[src/rtl/quint_sum_pkg.sv]
package quint_sum_pkg;

    typedef logic [2:0] cnt3_t;

    // Ones count of a five-bit column, result 0..5.
    function automatic cnt3_t ones_of_five(input logic [4:0] bits_in);
        cnt3_t acc;
        acc = 3'd0;
        for (int k = 0; k < 5; k++) begin
            acc = acc + {2'b00, bits_in[k]};
        end
        return acc;
    endfunction

endpackage

[src/rtl/qs_counter5.sv]
module qs_counter5
    import quint_sum_pkg::*;
(
    input  logic [4:0] col_bits,
    output cnt3_t      col_count
);
    always_comb begin
        col_count = ones_of_five(col_bits);
    end
endmodule

[src/rtl/qs_csa.sv]
module qs_csa #(
    parameter int W = 16
) (
    input  logic [W-1:0] in_x,
    input  logic [W-1:0] in_y,
    input  logic [W-1:0] in_z,
    output logic [W-1:0] part_sum,
    output logic [W-1:0] part_cy
);
    for (genvar i = 0; i < W; i++) begin : g_bit
        always_comb begin
            part_sum[i] = in_x[i] ^ in_y[i] ^ in_z[i];
            part_cy[i]  = (in_x[i] & in_y[i]) | (in_x[i] & in_z[i]) | (in_y[i] & in_z[i]);
        end
    end
endmodule

[src/rtl/qs_ripple.sv]
module qs_ripple #(
    parameter int W = 16
) (
    input  logic [W-1:0] add_x,
    input  logic [W-1:0] add_y,
    output logic [W-1:0] add_s
);
    logic [W-1:0] chain;

    assign chain[0] = 1'b0;

    for (genvar i = 0; i < W; i++) begin : g_fa
        assign add_s[i] = add_x[i] ^ add_y[i] ^ chain[i];
        if (i < W - 1) begin : g_carry
            assign chain[i+1] = (add_x[i] & add_y[i]) | (chain[i] & (add_x[i] ^ add_y[i]));
        end
    end
endmodule

[src/rtl/quint_sum.sv]
module quint_sum
    import quint_sum_pkg::*;
#(
    parameter int W = 16
) (
    input  logic [W-1:0] op_a,
    input  logic [W-1:0] op_b,
    input  logic [W-1:0] op_c,
    input  logic [W-1:0] op_d,
    input  logic [W-1:0] op_e,
    output logic [W-1:0] total
);
    // Count vectors: bit i of cnt_lo/mid/hi is bit 0/1/2 of column i's count.
    logic [W-1:0] cnt_lo;
    logic [W-1:0] cnt_mid;
    logic [W-1:0] cnt_hi;

    // Weight-aligned vectors fed to the carry-save row.
    logic [W-1:0] vec_one;
    logic [W-1:0] vec_two;
    logic [W-1:0] vec_four;

    logic [W-1:0] row_sum;
    logic [W-1:0] row_cy;
    logic [W-1:0] row_cy_up;

    for (genvar i = 0; i < W; i++) begin : g_col
        cnt3_t col_cnt;
        qs_counter5 u_cnt (
            .col_bits ({op_e[i], op_d[i], op_c[i], op_b[i], op_a[i]}),
            .col_count(col_cnt)
        );
        assign cnt_lo[i]  = col_cnt[0];
        assign cnt_mid[i] = col_cnt[1];
        assign cnt_hi[i]  = col_cnt[2];

        assign vec_one[i] = cnt_lo[i];
        if (i >= 1) begin : g_up1
            assign vec_two[i]   = cnt_mid[i-1];
            assign row_cy_up[i] = row_cy[i-1];
        end else begin : g_zero1
            assign vec_two[i]   = 1'b0;
            assign row_cy_up[i] = 1'b0;
        end
        if (i >= 2) begin : g_up2
            assign vec_four[i] = cnt_hi[i-2];
        end else begin : g_zero2
            assign vec_four[i] = 1'b0;
        end
    end

    qs_csa #(.W(W)) u_csa (
        .in_x    (vec_one),
        .in_y    (vec_two),
        .in_z    (vec_four),
        .part_sum(row_sum),
        .part_cy (row_cy)
    );

    qs_ripple #(.W(W)) u_cpa (
        .add_x(row_sum),
        .add_y(row_cy_up),
        .add_s(total)
    );
endmodule

[config.mk]
export PLATFORM = sky130hd
export DESIGN_NAME = quint_sum
export DESIGN_NICKNAME = d
export VERILOG_FILES = /design/src/rtl/quint_sum_pkg.sv /design/src/rtl/qs_counter5.sv /design/src/rtl/qs_csa.sv /design/src/rtl/qs_ripple.sv /design/src/rtl/quint_sum.sv
export SDC_FILE = /design/constraint.sdc
export NUM_CORES = 1
export LEC_CHECK = 0
export BUFFER_PORTS_ARGS = -buffer_cell sky130_fd_sc_hd__buf_2
export CORE_AREA = 2 2 62 64
export DETAILED_ROUTE_END_ITERATION = 8
export DIE_AREA = 0 0 64 66
export PLACE_DENSITY_LB_ADDON = 0.08
export REMOVE_ABC_BUFFERS = 1
export SLEW_MARGIN = 20
export SYNTH_ARGS = -nofsm -noshare
export SYNTH_HDL_FRONTEND = slang
export SYNTH_HIERARCHICAL = 1
export SYNTH_SLANG_ARGS = --single-unit
export TNS_END_PERCENT = 100
[constraint.sdc]
create_clock -name vclk -period 26
set_input_delay 6.5 -clock vclk [all_inputs]
set_output_delay 6.5 -clock vclk [all_outputs]
set_load 0.1 [all_outputs]
==> results of run 1 <==
## per-stage QoR
stage               worst slack [ns]  hold slack [ns]  instance area [um2]   util
floorplan                       5.24            13.96                 1800      -
global placement                5.33            13.97                 2340  0.658
detailed placement              5.24            13.98                 2340  0.658
CTS                             5.25            13.99                 2340  0.658
global route                    5.05            14.03                 2340  0.658
finish                          5.30            13.97                 2340  0.658
## critical path, stage by stage
cell and delay, ns:
buf_2 0.08, inv_1 0.04, fa_1 0.53, inv_1 0.05
fa_1 0.35, ha_1 0.30, fa_1 0.49, fa_1 0.45
fa_1 0.39, fa_1 0.38, fa_1 0.39, fa_1 0.39
fa_1 0.38, fa_1 0.39, fa_1 0.38, fa_1 0.38
fa_1 0.39, fa_1 0.39, fa_1 0.39, fa_1 0.37
xor3_1 0.36, buf_2 0.42
## routing by layer
metal  share of wire  up-vias
met5               0        -
met4           0.010        0
met3           0.066        4
met2            0.61       44
met1            0.31      626
li1                -      614
## area by class of cell
type,count,area (um2)
fill,309,1210
inverter,84,315
multi-input combinational,83,1480
tap,48,60.1
timing repair buffer,96,480
## worst max-delay path by stage
stage                 start        end  slack, ns  depth (start not counted)
floorplan           op_a[1]  total[15]       5.24                         20
global placement    op_a[1]  total[15]       5.33                         22
detailed placement  op_a[1]  total[15]       5.24                         22
CTS                 op_a[1]  total[15]       5.25                         22
global route        op_a[1]  total[15]       5.05                         22
finish              op_a[1]  total[15]       5.30                         22
## placed cells by master (no fill, tap or decap)
cell type / instances
conb_1: 4
ha_1: 16
fa_1: 62
xor3_1: 1
inv_1: 84
buf_2: 96
==> results.md, run 1 <==
* Vias in the first global route at roughly 1,400
* Hold Path Depth at 5
* Hold endpoint: total[15]
* Max-slew violation count at 0
* Hold path start: op_e[15]
* WP data arrival at approximately 14 ns
* I/O Pins at 96
* RSZ-0062 raised after global routing: no
* Met2 Resource Use GR at 0.335
* Period utilisation layout at 0.796
* Total Die Area at between 4000 and 5000 um2
* Layout cells sized above 1 at 0.365
* Hold_buf cts at 0
* # Post-CTS Setup Buffers at 0
* Initial antenna violation count at 0
* Status: complete, no violations
* WL final at 2970 um
* Hold Vio Cnt, Final at 0
* Final min period at approximately 21 ns
* Crit Path Max Fanout at 1
* CP Capture Type: output pin
* # DRC at 0
* GRT Util Overall at 0.156
* Max Fclk at approximately 0.048 GHz
* Critical Path RT at roughly 20 ns
* Final Net Count at 423
* M3 GR Usage at 0.0119
* Port buffer count at 96
* CLK BUF at 0
* Number of DRC markers in iteration 0 at 10
* Min-Delay Path Class: input port to output pin
* Pin count of the biggest net entering global routing at 2
* Setup TNS at 0 ns
* ANT cells at 0
* Finish-stage setup viols at 0
* Starting Density at 0.502
* Final RePlAce weighted congestion at 0.700
* DR vias at 1,288
* GR peak layer: met2
* Via density at between 4 and 5
* Critical path type: input port to output pin
* Drt wl/cell at 9.55 um
* Non-filler cells, final at just over 300
* Max Cap Viol at 0
* Mapped Avg Cell Area at approximately 11 um2
* Register Area at 0 um2
* Startpoint Class: input port
* Area of the mapped netlist at 1780 um2
* Die height at about 66 um
* Die Span X at 64 um
* Grt met1 use at 0.166
* First-pass GRT wire length at ~5300 um
* Post-CTS sizing at 0
* Core Footprint at between 3000 and 4000 um2
* Inst Count DP at a little over 300
* Synthesis-to-layout area growth at 30.9%
* Grt ovf at 0
* Drt first pass iters at 2
* FFs & Latches at 0
* Number of nets with antenna violations after routing at 0
* Syn Inst Count at roughly 160
* Row Count at 22
* Hpwl dp at slightly above 3000 um
* Ys Warns at 6
Power of run 1 is left out: the tool's default activity adds up to more than one toggle a clock period on the data nets, which glitch-free logic cannot reach.
==> run 2, diff against run 1 <==
--- a/config.mk
+++ b/config.mk
@@ -6,9 +6,9 @@
 export NUM_CORES = 1
 export LEC_CHECK = 0
 export BUFFER_PORTS_ARGS = -buffer_cell sky130_fd_sc_hd__buf_2
-export CORE_AREA = 2 2 62 64
+export CORE_AREA = 2 2 65 67
 export DETAILED_ROUTE_END_ITERATION = 8
-export DIE_AREA = 0 0 64 66
+export DIE_AREA = 0 0 67 69
 export PLACE_DENSITY_LB_ADDON = 0.08
 export REMOVE_ABC_BUFFERS = 1
 export SLEW_MARGIN = 20
==> constraint.sdc (replaced) <==
create_clock -name vclk -period 20.7
set_input_delay 5.175 -clock vclk [all_inputs]
set_output_delay 5.175 -clock vclk [all_outputs]
set_load 0.1 [all_outputs]
==> results.md, run 2 (synthesis results as in run 1) <==
* DR vias at around 1,300
* Port buffer count at 96
* Largest delay share family, worst path: adder cells
* WP data arrival at 12.92 ns
* Max-slew violation count at 0
* Pin count of the biggest net entering global routing at 2
* Grt ovf at 0
* RSZ-0062 raised after global routing: no
* Hold_buf cts at 0
* FFs & Latches at 0
* Final min period at 18.10 ns
* I/O Pins at between 90 and 100
* Commonest non-fill, non-tap cell in the layout: buf_2
* Number of nets with antenna violations after routing at 0
* Period utilisation layout at 0.874
* # Post-CTS Setup Buffers at 0
* ANT cells at 0
* Drt wl/cell at slightly above 9 um
* FILL cells at 365
* Multi-input gate area at between 1000 and 1500 um2
* Final Util at 0.598
* Inst Count DP at 313
* CP max stage delay at 0.54 ns
* Status: complete, no violations
* Total Die Area at 4620 um2
* Startpoint Class: input port
* Row Count at 23
* Crit Path Max Fanout at 1
* Number of DRC markers in iteration 0 at 4
* Register Area at 0 um2
* Starting Density at 0.456
* Finish-stage setup viols at 0
* Post-CTS sizing at 0
* Most frequent CP cell: fa_1
* Hpwl dp at just under 3000 um
* Setup ws final at 2.60 ns
* First-pass GRT wire length at between 5000 and 6000 um
* Crit-path cells: buf_2, inv_1, fa_1, inv_1, fa_1, ha_1, fa_1, fa_1, fa_1, fa_1, fa_1, fa_1, fa_1, fa_1, fa_1, fa_1, fa_1, fa_1, fa_1, fa_1, xor3_1, buf_2
* Most frequent cells in the layout: 96 x buf_2, 84 x inv_1, 62 x fa_1, 16 x ha_1, 4 x conb_1
* Min-Delay Path Class: input port to output pin
* Max Fclk at approximately 0.055 GHz
* Core Footprint at a little under 4000 um2
* GRT Util Overall at 0.139
* Initial antenna violation count at 0
* Vias in the first global route at 1,442
* Layout cells sized above 1 at 0.365
* Worst Path Buf+Inv at 4
* Max Cap Viol at 0
* WL final at around 2800 um
* CP Capture Type: output pin
* CLK BUF at 0
* Critical Path RT at 15.53 ns
* Drt first pass iters at 4
* # DRC at 0
* Non-filler cells, final at ~310
* Hold Vio Cnt, Final at 0
* Final Net Count at around 420
* CP max-delay cell: fa_1
* Die height at approximately 69 um
* Critical path type: input port to output pin
* Synthesis-to-layout area growth at 31.1%
* Die Span X at between 60 and 70 um
* Setup TNS at 0 ns
* Via density at 4.17
* Pre-CTS setup slack at approximately 2.6 ns
* Final RePlAce weighted congestion at around 0.72
[run 2: cell counts in the layout (fill, tap and decap cells not counted)]
No cell type changed its count.
[run 2: layer usage]
| metal | track usage | share of wire | vias to the layer above |
|---|---|---|---|
| li1 | - | - | 614 |
| met1 | 0.145 | 0.30 | 642 |
| met2 | 0.289 | 0.60 | 46 |
| met3 | 0.0212 | 0.093 | 2 |
| met4 | 0.00680 | 0.0049 | 0 |
| met5 | 0 | 0 | - |
[run 2: worst min-delay path: stages]
cell and delay, ns:
buf_2 0.09, fa_1 0.18, fa_1 0.21, xor3_1 0.21, buf_2 0.29
[run 2: worst paths after layout]
check / startpoint / endpoint / slack [ns] / cells after the start
setup / recovery: op_a[1] / total[15] / 2.60 / 22
hold / removal: op_e[15] / total[15] / 11.33 / 5
[run 2: final cells by class]
cell class                      instances  share of cell area
Inverter                               84               0.135
Tap cell                               50              0.0268
Multi-Input combinational cell         83               0.633
Timing Repair Buffer                   96               0.205
[run 2: stage by stage]
| stage | hold WS (ns) | instance area (um2) |
|---|---|---|
| 3_3_place_gp | 11.33 | 2340 |
| 5_1_grt | 11.37 | 2340 |
| 4_1_cts | 11.34 | 2340 |
| 3_5_place_dp | 11.33 | 2340 |
| 2_1_floorplan | 11.31 | 1800 |
| 6_report | 11.33 | 2340 |
Power of run 2 is left out for the same reason.
